File: src/rtl/fdma_pkg.sv
// Shared definitions for the disk DMA engine.
package fdma_pkg;
    // Burst sequencer states.
    typedef enum logic {
        DR_IDLE  = 1'b0,
        DR_BURST = 1'b1
    } drain_st_t;

    localparam int WORD_W = 16;
endpackage

File: src/rtl/fdma_pingpong.sv
// Two alternating byte buffers with per-buffer full flags.
// Assumes: BUF_BYTES is an even power of two; pos_clr and writes do not coincide.
module fdma_pingpong #(
    parameter int BUF_BYTES = 16,
    parameter int IDX_W     = $clog2(BUF_BYTES / 2)
) (
    input  logic        clk,
    input  logic        rst_n,
    input  logic        wr_en,
    input  logic [7:0]  wr_byte,
    input  logic [1:0]  clr_full,
    input  logic        pos_clr,
    input  logic        rd_sel,
    input  logic [IDX_W-1:0] rd_idx,
    output logic [1:0]  full,
    output logic        act,
    output logic        fill_evt,
    output logic        ovf_evt,
    output logic [15:0] rd_word
);
    localparam int POS_W = $clog2(BUF_BYTES) + 1;

    logic [7:0]       store_q [2][BUF_BYTES];
    logic [POS_W-1:0] pos_q;
    logic             act_q;
    logic [1:0]       full_q;
    logic             room;

    assign room     = pos_q < POS_W'(BUF_BYTES);
    assign fill_evt = wr_en && (pos_q == POS_W'(BUF_BYTES - 1));
    assign ovf_evt  = fill_evt && full_q[~act_q];
    assign full     = full_q;
    assign act      = act_q;
    assign rd_word  = {store_q[rd_sel][{rd_idx, 1'b0}], store_q[rd_sel][{rd_idx, 1'b1}]};

    // Capture an accepted byte at the current fill position.
    always_ff @(posedge clk) begin
        if (wr_en && room) begin
            store_q[act_q][pos_q[POS_W-2:0]] <= wr_byte;
        end
    end

    // Track fill position, active buffer and full flags.
    always_ff @(posedge clk) begin
        if (!rst_n) begin
            pos_q  <= '0;
            act_q  <= 1'b0;
            full_q <= 2'b00;
        end else begin
            if (pos_clr) begin
                pos_q <= '0;
            end else if (wr_en && room) begin
                if (fill_evt && !full_q[~act_q]) begin
                    act_q <= ~act_q;
                    pos_q <= '0;
                end else begin
                    pos_q <= pos_q + POS_W'(1);
                end
            end
            for (int b = 0; b < 2; b++) begin
                full_q[b] <= (full_q[b] && !clr_full[b]) || (fill_evt && (act_q == 1'(b)));
            end
        end
    end
endmodule

File: src/rtl/fdma_drain.sv
// Burst sequencer: writes full buffers to memory as big-endian words.
// Assumes: the grant stays high until the done pulse; no address load mid-burst.
module fdma_drain
    import fdma_pkg::*;
#(
    parameter int BUF_BYTES = 16,
    parameter int ADDR_W    = 24,
    parameter int IDX_W     = $clog2(BUF_BYTES / 2),
    parameter int WCNT_W    = $clog2(BUF_BYTES + 1)
) (
    input  logic              clk,
    input  logic              rst_n,
    input  logic              start,
    input  logic [1:0]        full,
    input  logic              act,
    input  logic              addr_we,
    input  logic [ADDR_W-1:0] addr_wdata,
    input  logic [15:0]       rd_word,
    output logic [1:0]        clr_full,
    output logic              pos_clr,
    output logic              rd_sel,
    output logic [IDX_W-1:0]  rd_idx,
    output logic              mem_we,
    output logic [ADDR_W-1:0] mem_addr,
    output logic [WORD_W-1:0] mem_data,
    output logic              done,
    output logic [WCNT_W-1:0] words
);
    localparam int WORDS = BUF_BYTES / 2;

    drain_st_t         st_q;
    logic              sel_q;
    logic              second_q;
    logic [IDX_W-1:0]  idx_q;
    logic [WCNT_W-1:0] cnt_q;
    logic [ADDR_W-1:0] addr_q;
    logic              last;
    logic              more;

    assign last     = (st_q == DR_BURST) && (idx_q == IDX_W'(WORDS - 1));
    assign more     = !second_q && full[act];
    assign clr_full = last ? (2'b01 << sel_q) : 2'b00;
    assign pos_clr  = last && second_q;
    assign rd_sel   = sel_q;
    assign rd_idx   = idx_q;
    assign mem_we   = (st_q == DR_BURST);
    assign mem_addr = addr_q;
    assign mem_data = rd_word;

    // Memory address: software load, else step by one word per write.
    always_ff @(posedge clk) begin
        if (!rst_n) begin
            addr_q <= '0;
        end else if (addr_we) begin
            addr_q <= addr_wdata;
        end else if (st_q == DR_BURST) begin
            addr_q <= addr_q + ADDR_W'(2);
        end
    end

    // Burst sequencing: older buffer first, then the active one if full.
    always_ff @(posedge clk) begin
        if (!rst_n) begin
            st_q     <= DR_IDLE;
            sel_q    <= 1'b0;
            second_q <= 1'b0;
            idx_q    <= '0;
            cnt_q    <= '0;
            done     <= 1'b0;
            words    <= '0;
        end else begin
            done <= 1'b0;
            case (st_q)
                DR_IDLE: begin
                    if (start) begin
                        if (full[~act]) begin
                            st_q     <= DR_BURST;
                            sel_q    <= ~act;
                            second_q <= 1'b0;
                            idx_q    <= '0;
                            cnt_q    <= '0;
                        end else begin
                            done  <= 1'b1;
                            words <= '0;
                        end
                    end
                end
                DR_BURST: begin
                    idx_q <= idx_q + IDX_W'(1);
                    cnt_q <= cnt_q + WCNT_W'(1);
                    if (last) begin
                        if (more) begin
                            sel_q    <= act;
                            second_q <= 1'b1;
                            idx_q    <= '0;
                        end else begin
                            st_q  <= DR_IDLE;
                            done  <= 1'b1;
                            words <= cnt_q + WCNT_W'(1);
                        end
                    end
                end
                default: st_q <= DR_IDLE;
            endcase
        end
    end
endmodule

File: src/rtl/fdma_ctrl.sv
// Top of the disk DMA engine: control, counter, bus request, interrupt pass-through.
// Assumes: inputs are synchronous to clk; the arbiter holds the grant until the done pulse.
module fdma_ctrl #(
    parameter int BUF_BYTES = 16,
    parameter int ADDR_W    = 24,
    parameter int CNT_W     = 16,
    parameter int WCNT_W    = $clog2(BUF_BYTES + 1)
) (
    input  logic              clk,
    input  logic              rst_n,
    input  logic              cfg_we_i,
    input  logic [1:0]        cfg_wdata_i,
    input  logic              cnt_we_i,
    input  logic [CNT_W-1:0]  cnt_wdata_i,
    output logic [CNT_W-1:0]  cnt_o,
    input  logic              addr_we_i,
    input  logic [ADDR_W-1:0] addr_wdata_i,
    input  logic              req_i,
    input  logic [7:0]        req_byte_i,
    input  logic              fdc_irq_i,
    output logic              irq_o,
    output logic              irq_chg_o,
    output logic              bus_req_o,
    input  logic              bus_gnt_i,
    output logic              mem_we_o,
    output logic [ADDR_W-1:0] mem_addr_o,
    output logic [15:0]       mem_data_o,
    output logic              burst_done_o,
    output logic [WCNT_W-1:0] burst_words_o,
    output logic              err_o
);
    localparam int IDX_W = $clog2(BUF_BYTES / 2);

    logic [1:0]       ctl_q;
    logic [CNT_W-1:0] cnt_q;
    logic             err_q, breq_q, gnt_q, irq_q, chg_q;
    logic             accept, wr_en, start;
    logic [1:0]       full, clr_full;
    logic             act, fill_evt, ovf_evt, pos_clr, rd_sel;
    logic [IDX_W-1:0] rd_idx;
    logic [15:0]      rd_word;

    assign accept = req_i && (cnt_q != '0) && ctl_q[1];
    assign wr_en  = accept && !ctl_q[0];
    assign start  = bus_gnt_i && !gnt_q;

    assign cnt_o     = cnt_q;
    assign err_o     = err_q;
    assign bus_req_o = breq_q;
    assign irq_o     = irq_q;
    assign irq_chg_o = chg_q;

    // Control register, counter and sticky error.
    always_ff @(posedge clk) begin
        if (!rst_n) begin
            ctl_q <= 2'b00;
            cnt_q <= '0;
            err_q <= 1'b0;
        end else begin
            if (cfg_we_i) begin
                ctl_q <= cfg_wdata_i;
                err_q <= 1'b0;
            end
            if (ovf_evt) err_q <= 1'b1;
            if (cnt_we_i) cnt_q <= cnt_wdata_i;
            else if (accept) cnt_q <= cnt_q - CNT_W'(1);
        end
    end

    // Bus request: raised on a buffer fill, dropped by a new grant.
    always_ff @(posedge clk) begin
        if (!rst_n) begin
            breq_q <= 1'b0;
            gnt_q  <= 1'b0;
        end else begin
            gnt_q <= bus_gnt_i;
            if (start) breq_q <= 1'b0;
            if (fill_evt) breq_q <= 1'b1;
        end
    end

    // Interrupt pass-through with change strobe.
    always_ff @(posedge clk) begin
        if (!rst_n) begin
            irq_q <= 1'b0;
            chg_q <= 1'b0;
        end else begin
            irq_q <= fdc_irq_i;
            chg_q <= fdc_irq_i ^ irq_q;
        end
    end

    fdma_pingpong #(.BUF_BYTES(BUF_BYTES), .IDX_W(IDX_W)) u_bufs (
        .clk(clk), .rst_n(rst_n), .wr_en(wr_en), .wr_byte(req_byte_i),
        .clr_full(clr_full), .pos_clr(pos_clr), .rd_sel(rd_sel), .rd_idx(rd_idx),
        .full(full), .act(act), .fill_evt(fill_evt), .ovf_evt(ovf_evt), .rd_word(rd_word)
    );

    fdma_drain #(.BUF_BYTES(BUF_BYTES), .ADDR_W(ADDR_W), .IDX_W(IDX_W), .WCNT_W(WCNT_W)) u_drain (
        .clk(clk), .rst_n(rst_n), .start(start), .full(full), .act(act),
        .addr_we(addr_we_i), .addr_wdata(addr_wdata_i), .rd_word(rd_word),
        .clr_full(clr_full), .pos_clr(pos_clr), .rd_sel(rd_sel), .rd_idx(rd_idx),
        .mem_we(mem_we_o), .mem_addr(mem_addr_o), .mem_data(mem_data_o),
        .done(burst_done_o), .words(burst_words_o)
    );
endmodule

File: config.mk
export PLATFORM = sky130hd
export DESIGN_NAME = fdma_ctrl
export DESIGN_NICKNAME = d
export VERILOG_FILES = /design/src/rtl/fdma_pkg.sv /design/src/rtl/fdma_pingpong.sv /design/src/rtl/fdma_drain.sv /design/src/rtl/fdma_ctrl.sv
export SDC_FILE = /design/constraint.sdc
export NUM_CORES = 1
export LEC_CHECK = 0
export BUFFER_PORTS_ARGS = -buffer_cell sky130_fd_sc_hd__buf_2
export CORE_MARGIN = 10
export CORE_UTILIZATION = 45
export CTS_CLUSTER_DIAMETER = 50
export DETAILED_ROUTE_END_ITERATION = 10
export PLACE_DENSITY = 0.63
export SLEW_MARGIN = 15
export SYNTH_ARGS = -nofsm -noshare
export SYNTH_HDL_FRONTEND = slang
export SYNTH_SLANG_ARGS = --single-unit
File: constraint.sdc
create_clock -name clk -period 2.9 [get_ports clk]
set_input_delay 0.58 -clock clk [delete_from_list [all_inputs] [get_ports clk]]
set_output_delay 0.58 -clock clk [all_outputs]
set_load 0.01 [all_outputs]
==> impl_metrics.sql <==
INSERT INTO impl_metrics (metric_group, metric, value, unit) VALUES
('setup_path', 'cpLargestDelayFamily', 'multiplexers', ''),
('sta', 'worst_clock_skew', '0.0165', 'ns'),
('logic_synthesis', 'dominant_combinational_cell_family_by_area_after_synthesis', 'multiplexers', ''),
('logic_synthesis', 'ys_dominant_reg_cell', 'edfxtp_1', ''),
('placed_design', 'place_hpwl', '20000', 'µm'),
('sta', 'rsz0062_at_grt', 'yes', ''),
('outcome', 'status', 'finished, violations left', ''),
('setup_path', 'timing.critical_path.slowest_cell_delay', '0.49', 'ns'),
('finish', 'insertedDiodeCount', '0', ''),
('sta', 'max_slew.worst_pin.slew', '1.02', 'ns'),
('setup_path', 'crit_path_frequent_cell', 'mux4_2', ''),
('detailed_routing', 'routed_wire_length_per_instance', '22.4', 'µm'),
('floorplan', 'floorplan.die.height', '193', 'µm'),
('logic_synthesis', 'yosys-top-cells-area', 'edfxtp_1 (57%), mux4_2 (13%), dfxtp_1 (11%)', ''),
('logic_synthesis', 'synthArstFlopShare', '0', '%'),
('detailed_routing', 'postRouteWirelength', '31700', 'µm'),
('logic_synthesis', 'syn_area', '13500', 'µm²'),
('sta', 'period_needed', '2.94', 'ns'),
('placed_design', 'dp_slack', '0.296', 'ns'),
('logic_synthesis', 'synth.distinct_cells', '56', ''),
('detailed_routing', 'drc', '0', ''),
('logic_synthesis', 'synthDominantCellAreaShare', '57.0', '%'),
('placed_design', 'detailed_place.area', '14700', 'µm²'),
('clock_network', 'ctsRootBufferMaster', 'clkbuf_16', ''),
('power', 'power.share.switching', '20.4', '%'),
('setup_path', 'crit_type', 'register to primary output', ''),
('setup_path', 'worst_ep_arrival_time', '2.36', 'ns'),
('grt', 'grt_pass1_vias', '8269', ''),
('grt', 'wire_length_of_the_first_global_routing_pass', '49000', 'µm'),
('sta', 'final_setup_slack_of_the_worst_path', '-0.0387', 'ns'),
('placed_design', 'port-buffer-count', '124', ''),
('clock_network', 'h-tree-depth', '2', ''),
('logic_synthesis', 'yosysSeqAreaShare', '67.8', '%'),
('power', 'cellPowerDensity', '658', 'nW/µm²'),
('power', 'p_sw', '2.18', 'mW'),
('sta', 'final_report_max_slew_violation_count', '0', ''),
('clock_network', 'clkSlewWorstSetupHoldPaths', '0.05', 'ns'),
('clock_network', 'total_of_hold_buffers_inserted_after_clock_tree_synthesis', '0', ''),
('finish', 'final_nets', '1067', ''),
('finish', 'layout.area.seq', '9160', 'µm²'),
('min_path', 'worstHoldPathType', 'input port to register', ''),
('finish', 'area_delta_synth_final', '20.3', '%'),
('power', 'p_seq_share', '48.4', '%'),
('logic_synthesis', 'yosys.area_share.simple', '7.95', '%'),
('power', 'pwr-share-comb', '3.4', '%'),
('logic_synthesis', 'synth_compound_area_share', '5.97', '%'),
('detailed_routing', 'drt_iter0_drc', '599', ''),
('finish', 'area_of_combinational_cells_with_multiple_inputs', '4090', 'µm²'),
('logic_synthesis', 'synth_edf_count', '256', ''),
('floorplan', 'io_pins', '125', ''),
('floorplan', 'placement_rows', '63', ''),
('detailed_routing', 'routed_via_density', '5.72', ''),
('power', 'power_frac_clock', '48.2', '%'),
('finish', 'final_layout_size_suffix_gt1_share', '30.3', '%'),
('finish', 'fillers', '2386', ''),
('floorplan', 'placeableCoreArea', '29600', 'µm²'),
('setup_path', 'worst_path_maximum_fanout', '6', ''),
('logic_synthesis', 'number_of_warnings_printed_during_yosys_synthesis', '0', ''),
('outcome', 'violations', 'negative setup slack', ''),
('setup_path', 'crit_buf_inv', '3', ''),
('clock_network', 'clk_latency', '0.52', 'ns'),
('setup_path', 'critical_path.endpoint_type', 'primary output', ''),
('clock_network', 'cts_num_sinks', '329', ''),
('grt', 'grt_max_degree', '40', ''),
('power', 'p_leak', '5.37', 'nW'),
('detailed_routing', 'postRouteAntennaNets', '0', ''),
('sta', 'setup_viol', '13', ''),
('logic_synthesis', 'synth_xor_xnor_area_share', '1.17', '%'),
('logic_synthesis', 'netlist.top_cell.by_area', 'edfxtp_1', ''),
('logic_synthesis', 'syn_avg_cell_area', '16.0', 'µm²'),
('setup_path', 'cp_data_required_time', '2.32', 'ns');
[path summary, 6_finish.rpt]
check / slack (ns) / cells past startpoint / endpoint
max reg2reg: 0.35 / 6 / u_bufs.store_q[1][30]$_DFFE_PP_
min reg2reg: 0.46 / 2 / u_drain.words[2]$_SDFFE_PN0P_
max: -0.04 / 5 / mem_data_o[2]
min: 0.30 / 2 / gnt_q$_SDFF_PN0_
[synth_stat cells, types with 4 or more instances]
master	n
edfxtp_1	256
mux4_2	80
dfxtp_1	73
nor2_1	69
clkbuf_1	36
nand3_1	34
a21oi_1	33
o21ai_0	32
a31oi_1	17
inv_1	17
xnor2_1	17
o31ai_1	16
or4_1	15
nand2_1	14
mux2i_1	12
or3_1	12
nand4_1	11
ha_1	10
a22oi_1	7
buf_2	7
nor3_1	7
and4_1	5
nand2b_1	5
nand3b_1	5
nor4_1	5
o311a_1	5
a311oi_1	4
[through the flow]
step / total power, mW / TNS (ns) / cells
2_1_floorplan: 5.44 / 0 / 842
3_3_place_gp: 5.63 / 0 / 1342
6_report: 10.7 / -0.350 / 1419
3_5_place_dp: 5.64 / 0 / 1342
5_1_grt: 11.0 / -1.60 / 1419
4_1_cts: 10.8 / -1.03 / 1417
[kinds of logic (layout without fill, tap and decap cells)]
logic type	after synthesis	in the layout
adders and majority gates	10	10
AOI/OAI and AO/OA	128	128
buffers and inverters	64	251
muxes	93	93
DFF	329	329
xor gates and xnor gates	18	18
and+or+nand+nor	200	200
[layout make-up]
| type | instances | share of cell area (%) |
|---|---|---|
| Timing Repair Buffer | 161 | 6.47 |
| Clock buffer | 52 | 6.57 |
| Clock inverter | 20 | 1.91 |
| Multi-Input combinational cell | 449 | 25.2 |
| Tap cell | 390 | 3.01 |
| Sequential cell | 329 | 56.4 |
| Inverter | 18 | 0.416 |
[routing by layer]
| metal | share of wire (%) | global-route usage [%] | vias to the layer above |
|---|---|---|---|
| met5 | 0 | 0 | - |
| met4 | 1.1 | 3.46 | 0 |
| met3 | 7.6 | 4.28 | 32 |
| met2 | 46 | 25.9 | 291 |
| met1 | 45 | 24.5 | 4074 |
| li1 | - | - | 3716 |
[cells in the final DEF, fill, tap and decap left out, drive strengths merged, types with 5 or more instances in the layout]
cell type / count
dfxtp: 73
o311a: 5
nand2b: 5
mux2i: 12
ha: 10
nor4: 7
bufinv: 7
clkbuf: 54
nand2: 14
nand3b: 5
clkinv: 8
a31oi: 17
xnor2: 17
or4: 16
inv: 21
nand3: 34
mux4: 80
a22oi: 7
o31ai: 16
edfxtp: 256
nand4: 12
nor2: 69
or3: 12
a21oi: 33
o21ai: 32
nor3: 7
buf: 159
and4: 5
[power groups by stage]
| stage | Sequential, mW | Combinational, mW | Clock [mW] |
|---|---|---|---|
| 6_report | 5.18 | 0.364 | 5.15 |
| 5_1_grt | 5.18 | 0.407 | 5.44 |
| 4_1_cts | 5.18 | 0.367 | 5.26 |
| 3_5_place_dp | 5.27 | 0.364 | 0 |
| 3_3_place_gp | 5.27 | 0.361 | 0 |
| 2_1_floorplan | 5.29 | 0.152 | 0 |
[registers in the layout, summed over array words and instances, names as in the netlist, 2 cells and up, named ones only]
name	cells
cnt_o	16
ctl_q	2
u_bufs.full	2
u_bufs.pos_q	5
u_bufs.store_q	256
u_drain.cnt_q	5
u_drain.mem_addr	24
u_drain.rd_idx	3
u_drain.words	5
[timing repair]
item                                   CTS  global route
endpoints found under the hold margin    0             0
cloned                                   1             2
buffers inserted                         2             0
resized for setup                        5             1
setup endpoints to repair               16            16
[worst register-to-register path: cells and delay by family (launching register included)]
kind                       cells  cell delay, ns
adders and majority gates      1            0.18
buffers and inverters          1            0.05
DFF                            1            0.36
and+or+nand+nor                4            1.57
Power figures use the tool's default switching activity.
